===== config.mk =====
export PLATFORM = sky130hd
export DESIGN_NAME = rail_elastic_store
export DESIGN_NICKNAME = d
export VERILOG_FILES = /design/src/rtl/res_pkg.sv /design/src/rtl/res_strobe_gen.sv /design/src/rtl/res_fill_ctrl.sv /design/src/rtl/res_rail_store.sv /design/src/rtl/rail_elastic_store.sv
export SDC_FILE = /design/constraint.sdc
export NUM_CORES = 1
export LEC_CHECK = 0
export BUFFER_PORTS_ARGS = -buffer_cell sky130_fd_sc_hd__buf_2
export CAP_MARGIN = 10
export CORE_UTILIZATION = 49
export CTS_CLUSTER_DIAMETER = 80
export CTS_CLUSTER_SIZE = 10
export DETAILED_ROUTE_END_ITERATION = 10
export GPL_TIMING_DRIVEN = 0
export PLACE_DENSITY = 0.64
export SLEW_MARGIN = 15
export SYNTH_ARGS = -nofsm -noshare
export SYNTH_HDL_FRONTEND = slang
export SYNTH_SLANG_ARGS = --single-unit

===== constraint.sdc =====
create_clock -name clk -period 4.6 [get_ports clk]
set_input_delay 0.23 -clock clk [delete_from_list [all_inputs] [get_ports clk]]
set_output_delay 0.23 -clock clk [all_outputs]
set_load 0.1 [all_outputs]

===== src/rtl/res_pkg.sv =====
package res_pkg;

    // Length class of the read period that is currently running
    typedef enum logic [1:0] {
        PER_NOM   = 2'd0,
        PER_SHORT = 2'd1,
        PER_LONG  = 2'd2
    } per_mode_e;

    // One stored line bit: positive and negative rail
    typedef struct packed {
        logic pos;
        logic neg;
    } rail_t;

endpackage


===== src/rtl/res_strobe_gen.sv =====
module res_strobe_gen
    import res_pkg::*;
#(
    parameter int DEPTH     = 32,
    parameter int GUARD     = 2,
    parameter int NOM_TICKS = 8
) (
    input  logic                       clk,
    input  logic                       rst_n,
    input  logic [$clog2(DEPTH+1)-1:0] fill,
    output logic                       fire
);
    localparam int FILL_W = $clog2(DEPTH + 1);
    localparam int CNT_W  = $clog2(NOM_TICKS + 2);
    localparam int GW     = CNT_W + 1;

    localparam logic [FILL_W-1:0] HI_L       = FILL_W'(DEPTH - GUARD);
    localparam logic [FILL_W-1:0] LO_L       = FILL_W'(GUARD);
    localparam logic [CNT_W-1:0]  LAST_NOM   = CNT_W'(NOM_TICKS - 1);
    localparam logic [CNT_W-1:0]  LAST_SHORT = CNT_W'(NOM_TICKS - 2);
    localparam logic [CNT_W-1:0]  LAST_LONG  = CNT_W'(NOM_TICKS);

    typedef struct packed {
        logic [CNT_W-1:0] cnt;
        per_mode_e        mode;
    } sg_state_t;

    sg_state_t        st_q, st_d;
    logic [CNT_W-1:0] last_tick;

    always_comb begin
        st_d = st_q;
        unique case (st_q.mode)
            PER_SHORT: last_tick = LAST_SHORT;
            PER_LONG:  last_tick = LAST_LONG;
            default:   last_tick = LAST_NOM;
        endcase
        fire = (st_q.cnt == last_tick);
        if (fire) begin
            st_d.cnt = '0;
            if (fill >= HI_L) begin
                st_d.mode = PER_SHORT;
            end else if (fill <= LO_L) begin
                st_d.mode = PER_LONG;
            end else begin
                st_d.mode = PER_NOM;
            end
        end else begin
            st_d.cnt = st_q.cnt + 1'b1;
        end
    end

    always_ff @(posedge clk or negedge rst_n) begin
        if (!rst_n) begin
            st_q.cnt  <= '0;
            st_q.mode <= PER_NOM;
        end else begin
            st_q <= st_d;
        end
    end

    // Independent period meter: ticks since the last strobe and the length owed
    localparam logic [GW-1:0] W_NOM   = GW'(NOM_TICKS);
    localparam logic [GW-1:0] W_SHORT = GW'(NOM_TICKS - 1);
    localparam logic [GW-1:0] W_LONG  = GW'(NOM_TICKS + 1);

    logic [GW-1:0] gap_q, want_q;

    always_ff @(posedge clk or negedge rst_n) begin
        if (!rst_n) begin
            gap_q  <= GW'(1);
            want_q <= W_NOM;
        end else if (fire) begin
            gap_q  <= GW'(1);
            if (fill >= HI_L) begin
                want_q <= W_SHORT;
            end else if (fill <= LO_L) begin
                want_q <= W_LONG;
            end else begin
                want_q <= W_NOM;
            end
        end else begin
            gap_q <= gap_q + 1'b1;
        end
    end

    assert_short_period_R3: assert property (@(posedge clk) disable iff (!rst_n)
        (fire && want_q == W_SHORT) |-> gap_q == W_SHORT);
    assert_long_period_R4: assert property (@(posedge clk) disable iff (!rst_n)
        (fire && want_q == W_LONG) |-> gap_q == W_LONG);
    assert_nominal_period_R5: assert property (@(posedge clk) disable iff (!rst_n)
        (fire && want_q == W_NOM) |-> gap_q == W_NOM);
    assert_period_bound_R5: assert property (@(posedge clk) disable iff (!rst_n)
        gap_q <= W_LONG);

endmodule


===== src/rtl/res_fill_ctrl.sv =====
module res_fill_ctrl #(
    parameter int DEPTH = 32
) (
    input  logic                       clk,
    input  logic                       rst_n,
    input  logic                       wr_en,
    input  logic                       fire,
    output logic                       wr_ok,
    output logic                       rd_ok,
    output logic [$clog2(DEPTH)-1:0]   wr_ptr,
    output logic [$clog2(DEPTH)-1:0]   rd_ptr,
    output logic [$clog2(DEPTH+1)-1:0] fill
);
    localparam int PTR_W  = $clog2(DEPTH);
    localparam int FILL_W = $clog2(DEPTH + 1);
    localparam logic [PTR_W-1:0]  PTR_LAST = PTR_W'(DEPTH - 1);
    localparam logic [PTR_W-1:0]  PTR_HALF = PTR_W'(DEPTH / 2);
    localparam logic [FILL_W-1:0] FILL_MAX = FILL_W'(DEPTH);
    localparam logic [FILL_W-1:0] FILL_HALF = FILL_W'(DEPTH / 2);

    typedef struct packed {
        logic [PTR_W-1:0]  wp;
        logic [PTR_W-1:0]  rp;
        logic [FILL_W-1:0] lvl;
    } fc_state_t;

    fc_state_t st_q, st_d;

    function automatic logic [PTR_W-1:0] ptr_step(input logic [PTR_W-1:0] p);
        return (p == PTR_LAST) ? '0 : p + 1'b1;
    endfunction

    always_comb begin
        st_d  = st_q;
        rd_ok = fire && (st_q.lvl != '0);
        wr_ok = wr_en && ((st_q.lvl != FILL_MAX) || rd_ok);
        if (wr_ok) begin
            st_d.wp = ptr_step(st_q.wp);
        end
        if (rd_ok) begin
            st_d.rp = ptr_step(st_q.rp);
        end
        st_d.lvl = st_q.lvl + FILL_W'(wr_ok) - FILL_W'(rd_ok);
    end

    always_ff @(posedge clk or negedge rst_n) begin
        if (!rst_n) begin
            st_q.wp  <= PTR_HALF;
            st_q.rp  <= '0;
            st_q.lvl <= FILL_HALF;
        end else begin
            st_q <= st_d;
        end
    end

    assign wr_ptr = st_q.wp;
    assign rd_ptr = st_q.rp;
    assign fill   = st_q.lvl;

    assert_same_tick_R7: assert property (@(posedge clk) disable iff (!rst_n)
        (wr_en && fire && fill != '0) |=> $stable(fill));
    assert_full_drop_R8: assert property (@(posedge clk) disable iff (!rst_n)
        (fill == FILL_MAX && !fire) |=> fill == FILL_MAX);
    assert_no_overflow_R8: assert property (@(posedge clk) disable iff (!rst_n)
        fill <= FILL_MAX);
    assert_empty_hold_R9: assert property (@(posedge clk) disable iff (!rst_n)
        (fire && fill == '0 && !wr_en) |=> fill == '0);

endmodule


===== src/rtl/res_rail_store.sv =====
module res_rail_store
    import res_pkg::*;
#(
    parameter int DEPTH = 32
) (
    input  logic                     clk,
    input  logic                     rst_n,
    input  logic                     wr_ok,
    input  logic [$clog2(DEPTH)-1:0] wr_ptr,
    input  rail_t                    wr_data,
    input  logic                     fire,
    input  logic                     rd_ok,
    input  logic [$clog2(DEPTH)-1:0] rd_ptr,
    output logic                     rd_stb,
    output rail_t                    rd_data
);
    localparam int PTR_W = $clog2(DEPTH);

    typedef struct packed {
        logic  stb;
        rail_t data;
    } out_state_t;

    rail_t      mem_q [DEPTH];
    rail_t      mem_d [DEPTH];
    logic [DEPTH-1:0] ent_we;
    out_state_t out_q, out_d;

    for (genvar gi = 0; gi < DEPTH; gi++) begin : g_entry_we
        assign ent_we[gi] = wr_ok && (wr_ptr == PTR_W'(gi));
    end

    always_comb begin
        for (int i = 0; i < DEPTH; i++) begin
            mem_d[i] = ent_we[i] ? wr_data : mem_q[i];
        end
        out_d     = out_q;
        out_d.stb = fire;
        if (fire) begin
            out_d.data = rd_ok ? mem_q[rd_ptr] : '0;
        end
    end

    always_ff @(posedge clk or negedge rst_n) begin
        if (!rst_n) begin
            for (int i = 0; i < DEPTH; i++) begin
                mem_q[i] <= '0;
            end
            out_q <= '0;
        end else begin
            for (int i = 0; i < DEPTH; i++) begin
                mem_q[i] <= mem_d[i];
            end
            out_q <= out_d;
        end
    end

    assign rd_stb  = out_q.stb;
    assign rd_data = out_q.data;

    assert_single_pulse_R2: assert property (@(posedge clk) disable iff (!rst_n)
        rd_stb |=> !rd_stb);
    assert_hold_between_R6: assert property (@(posedge clk) disable iff (!rst_n)
        !rd_stb |-> $stable(rd_data));
    assert_empty_zero_R9: assert property (@(posedge clk) disable iff (!rst_n)
        (fire && !rd_ok) |=> (rd_stb && rd_data == '0));

endmodule


===== src/rtl/rail_elastic_store.sv =====
module rail_elastic_store
    import res_pkg::*;
#(
    parameter int DEPTH     = 32,
    parameter int GUARD     = 2,
    parameter int NOM_TICKS = 8
) (
    input  logic                       clk,
    input  logic                       rst_n,
    input  logic                       wr_en,
    input  logic                       wr_pos,
    input  logic                       wr_neg,
    output logic                       rd_stb,
    output logic                       rd_pos,
    output logic                       rd_neg,
    output logic [$clog2(DEPTH+1)-1:0] fill
);
    localparam int PTR_W  = $clog2(DEPTH);
    localparam int FILL_W = $clog2(DEPTH + 1);

    logic              fire, wr_ok, rd_ok;
    logic [PTR_W-1:0]  wr_ptr, rd_ptr;
    logic [FILL_W-1:0] fill_lvl;
    rail_t             wr_data, rd_data;

    assign wr_data.pos = wr_pos;
    assign wr_data.neg = wr_neg;

    res_strobe_gen #(
        .DEPTH     (DEPTH),
        .GUARD     (GUARD),
        .NOM_TICKS (NOM_TICKS)
    ) strobe_i (
        .clk   (clk),
        .rst_n (rst_n),
        .fill  (fill_lvl),
        .fire  (fire)
    );

    res_fill_ctrl #(
        .DEPTH (DEPTH)
    ) fill_i (
        .clk    (clk),
        .rst_n  (rst_n),
        .wr_en  (wr_en),
        .fire   (fire),
        .wr_ok  (wr_ok),
        .rd_ok  (rd_ok),
        .wr_ptr (wr_ptr),
        .rd_ptr (rd_ptr),
        .fill   (fill_lvl)
    );

    res_rail_store #(
        .DEPTH (DEPTH)
    ) store_i (
        .clk     (clk),
        .rst_n   (rst_n),
        .wr_ok   (wr_ok),
        .wr_ptr  (wr_ptr),
        .wr_data (wr_data),
        .fire    (fire),
        .rd_ok   (rd_ok),
        .rd_ptr  (rd_ptr),
        .rd_stb  (rd_stb),
        .rd_data (rd_data)
    );

    assign rd_pos = rd_data.pos;
    assign rd_neg = rd_data.neg;
    assign fill   = fill_lvl;

endmodule


==> metrics.md <==
| Metric | Value |
|---|---|
| DR iter-0 viols | `around 130` |
| Hold Crit Class | `in -> reg` |
| RSZ-0062 raised after global routing | `false` |
| Worst-Skew Late Latency | `360 ps` |
| Leakage | `about 2.3 nW` |
| Ratio of cells with drive above 1 in the final layout | `a little under a third` |
| PortBufs | `13` |
| Inst Count DP | `around 520` |
| Reg2Reg Setup Slack | `between 1000 and 1500 ps` |
| Core ar. | `9240 um2` |
| CP max FO | `10` |
| DR pass1 iterations | `4` |
| Crit Reg-Reg Startpoint | `fill_i.fill[2]` |
| Post-route insts no fill | `540` |
| Number of flops mapped to enable cells by yosys | `0` |
| GP Congestion | `~0.9` |
| Critical path depth | `12` |
| Crit-path leading delay family | `compound AO/OA/AOI/OAI gates` |
| Clk root buf | `clkbuf_8` |
| DPL Wire Length | `~7000 um` |
| Top_reg_cell synth | `dfrtp_1` |
| Commonest non-fill, non-tap cell in the layout | `dfrtp_1` |
| Layout net count | `435` |
| Footprint of the multi-input gates | `between 2000 and 2500 um2` |
| First-pass GRT wire length | `roughly 16000 um` |
| Synthesized area | `around 4700 um2` |
| Slew @ Worst Pin | `around 650 ps` |
| Placed cell area | `between 4000 and 5000 um2` |
| Setup Viol. Count Final | `0` |
| Io pins | `14` |
| Worst setup path class | `reg -> reg` |
| Total CTS buffers | `9` |
| Setup_tns | `0 ps` |
| Die Height | `99.71 um` |
| Clk_skew | `around 8.4 ps` |
| Pwr Density | `691.6 nW/um2` |
| Fin crit period | `between 3000 and 4000 ps` |
| Design area | `a little over 5000 um2` |
| Slowest stage cell, crit path | `dfrtp_1` |
| Vias per cell | `between 5 and 6` |
| Initial Utilization | `50.63%` |
| Final max-slew violation count | `0` |
| Crit. End Element | `flop` |
| Number of global-route vias before repair | `3083` |
| Tot GR Track Use | `21.56%` |
| H-tree levels | `3` |
| Avg WL per Cell | `17.56 um` |
| Initial antenna violation count | `0` |
| Worst vdd ir | `~380 uV` |
| Crit path arrival time | `about 3400 ps` |
| Status | `finished, final reports clean` |
| Layout area overhead | `9.147%` |
| ANT cells | `0` |
| Die area | `between 9000 and 10000 um2` |
| Post-CTS setup buffer count | `0` |
| CTS resizes | `0` |
| MaxCap Viol Count | `0` |
| TritonCTS Sinks | `between 80 and 90` |
| Clock-pin slew on the worst setup and hold paths | `90 ps` |
| Worst path cell trace | `inv_1 -> ha_1 -> nor3b_1 -> nand2_1 -> o21ai_2 -> o21ai_0 -> ha_1 -> a21o_1 -> a21oi_1 -> o21bai_1 -> a21oi_1 -> xor2_1` |
| Post-placement setup slack | `1457 ps` |
| Synthesized flop and latch total | `89` |
| Total gr overflow | `0` |
| Util after Layout | `between 50 and 60%` |
| Setup WS post-layout | `1449 ps` |
| Critical Path RT | `a little under 5000 ps` |
| Ys Warns | `0` |
| Die X | `approximately 100 um` |
| Commonest non-fill, non-tap cells in the layout | `dfrtp_1, mux2_2, nand2_1` |
| Reg area | `2230 um2` |
| Tcrit/Tclk final | `approximately 69%` |
| Slew headroom | `between 50% and 60%` |
| Total wire length | `9480 um` |
| Startpoint Class | `flop` |
| Min-Delay Startpoint | `wr_pos` |
| Asr flop ratio synth | `100.0%` |
| Seq/Total Area, Yosys | `a little under half` |
| Remaining DRCs | `0` |
| Final hold slack | `around 180 ps` |
| Max Freq | `~320 MHz` |
| FF-to-FF path depth | `12` |
| Number of routed nets with antenna violations | `0` |
| Filler cell count | `roughly 800` |
| Tot Pwr | `~3.5 mW` |
| Hold Buf Count CTS | `1` |
| Synth cell types | `between 50 and 60` |
| Clk buf depth | `2` |
| Final Hold Viols | `0` |
| Worst Hold Path EP | `store_i.mem_q[29]` |
| Slowest stage delay, CP | `around 440 ps` |
| FF-to-FF End | `fill_i.fill[5]` |
| Largest net degree at the start of global routing | `50` |
| Hold Path Depth | `2` |
| Vias | `between 3000 and 4000` |
| Cells after synthesis | `380` |
| Synthesized area per cell | `approximately 12 um2` |
| CP bufs+invs | `1` |
| CTS tree | `built` |
| Row Count | `35` |
| Syn nets | `~410` |
-- cells in the mapped netlist (2+ instances only) --
library cell | number | area share, %
a2111oi_0 | 2 | 0.37
a21oi_1 | 7 | 0.75
a31oi_1 | 2 | 0.27
and3_1 | 2 | 0.27
buf_2 | 2 | 0.21
buf_6 | 4 | 0.96
clkbuf_1 | 11 | 0.88
dfrtp_1 | 87 | 47
dfstp_2 | 2 | 1.1
ha_1 | 23 | 6.2
inv_1 | 16 | 1.3
mux2_2 | 68 | 16
mux2i_1 | 6 | 1.3
mux4_1 | 2 | 1.1
mux4_2 | 11 | 5.3
nand2_1 | 30 | 2.4
nand2b_1 | 5 | 0.67
nand3_1 | 6 | 0.64
nand3b_1 | 2 | 0.32
nand4_1 | 12 | 1.6
nor2_1 | 14 | 1.1
nor2b_1 | 4 | 0.53
nor3_1 | 11 | 1.2
nor3b_1 | 2 | 0.32
nor4_1 | 5 | 0.67
o21ai_0 | 12 | 1.3
xnor2_1 | 4 | 0.75
xor2_1 | 3 | 0.56
-- how the worst max path moves through the flow --
stage / slack (ps) / from / endpoint
global route: 1050 / strobe_i.st_q[0] / fill_i.fill[4]
floorplan: 1480 / fill_i.fill[2] / fill_i.fill[4]
CTS: 1390 / strobe_i.st_q[1] / fill_i.fill[4]
global placement: 1480 / strobe_i.st_q[1] / fill_i.fill[4]
finish: 1450 / fill_i.fill[2] / fill_i.fill[5]
detailed placement: 1460 / strobe_i.st_q[1] / fill_i.fill[4]
-- where the power goes --
group          total [mW]  leakage, nW  internal, mW  switching, mW
combinational        1.70         1.11         0.725          0.979
sequential           1.34         1.13          1.12          0.226
clock               0.484       0.0896         0.196          0.287
total                3.53         2.33          2.04           1.49
-- area by class of cell --
class / instances / area share (%)
timing repair buffer: 15 / 1.911
clock inverter: 7 / 0.8821
multi-input combinational: 256 / 44.67
sequential: 89 / 43.67
tap: 129 / 3.161
buffer: 19 / 2.107
clock buffer: 9 / 2.426
inverter: 16 / 1.176
-- sequential cells by signal, indices dropped and copies added, names as in the netlist --
signal	flops
fill_i.rd_ptr	5
store_i.mem_q	64
strobe_i.st_q	6
store_i.rd_stb	1
fill_i.wr_ptr	5
fill_i.fill	6
store_i.rd_data	2
-- metal layers --
metal	global-route usage, %	routed length, um	part of all wire (%)	vias to the layer above
met1	30.35	4612	49	1537
li1	-	-	-	1443
met2	33.85	4491	47	41
met5	0	0	0	-
met3	4.216	284	3.0	8
met4	6.674	92	0.97	0
-- cells by family after synthesis --
kind of cell / Yosys count / synth area share (%)
AO/OA/AOI/OAI: 39 / 5.911
multiplexers: 87 / 24.07
flip-flops: 89 / 47.66
AND/OR/NAND/NOR: 99 / 10.89
adder cells (fa/ha/maj): 24 / 6.579
buffers and inverters: 35 / 3.584
XOR/XNOR: 7 / 1.311
-- worst register-to-register path: stages, from the launching register on --
cell	delay [ps]
dfrtp_1	440
inv_1	110
ha_1	170
nor3b_1	410
nand2_1	300
o21ai_2	440
o21ai_0	160
ha_1	220
a21o_1	160
a21oi_1	230
o21bai_1	100
a21oi_1	170
xor2_1	160
No activity file was read; power rests on OpenSTA's default activity.
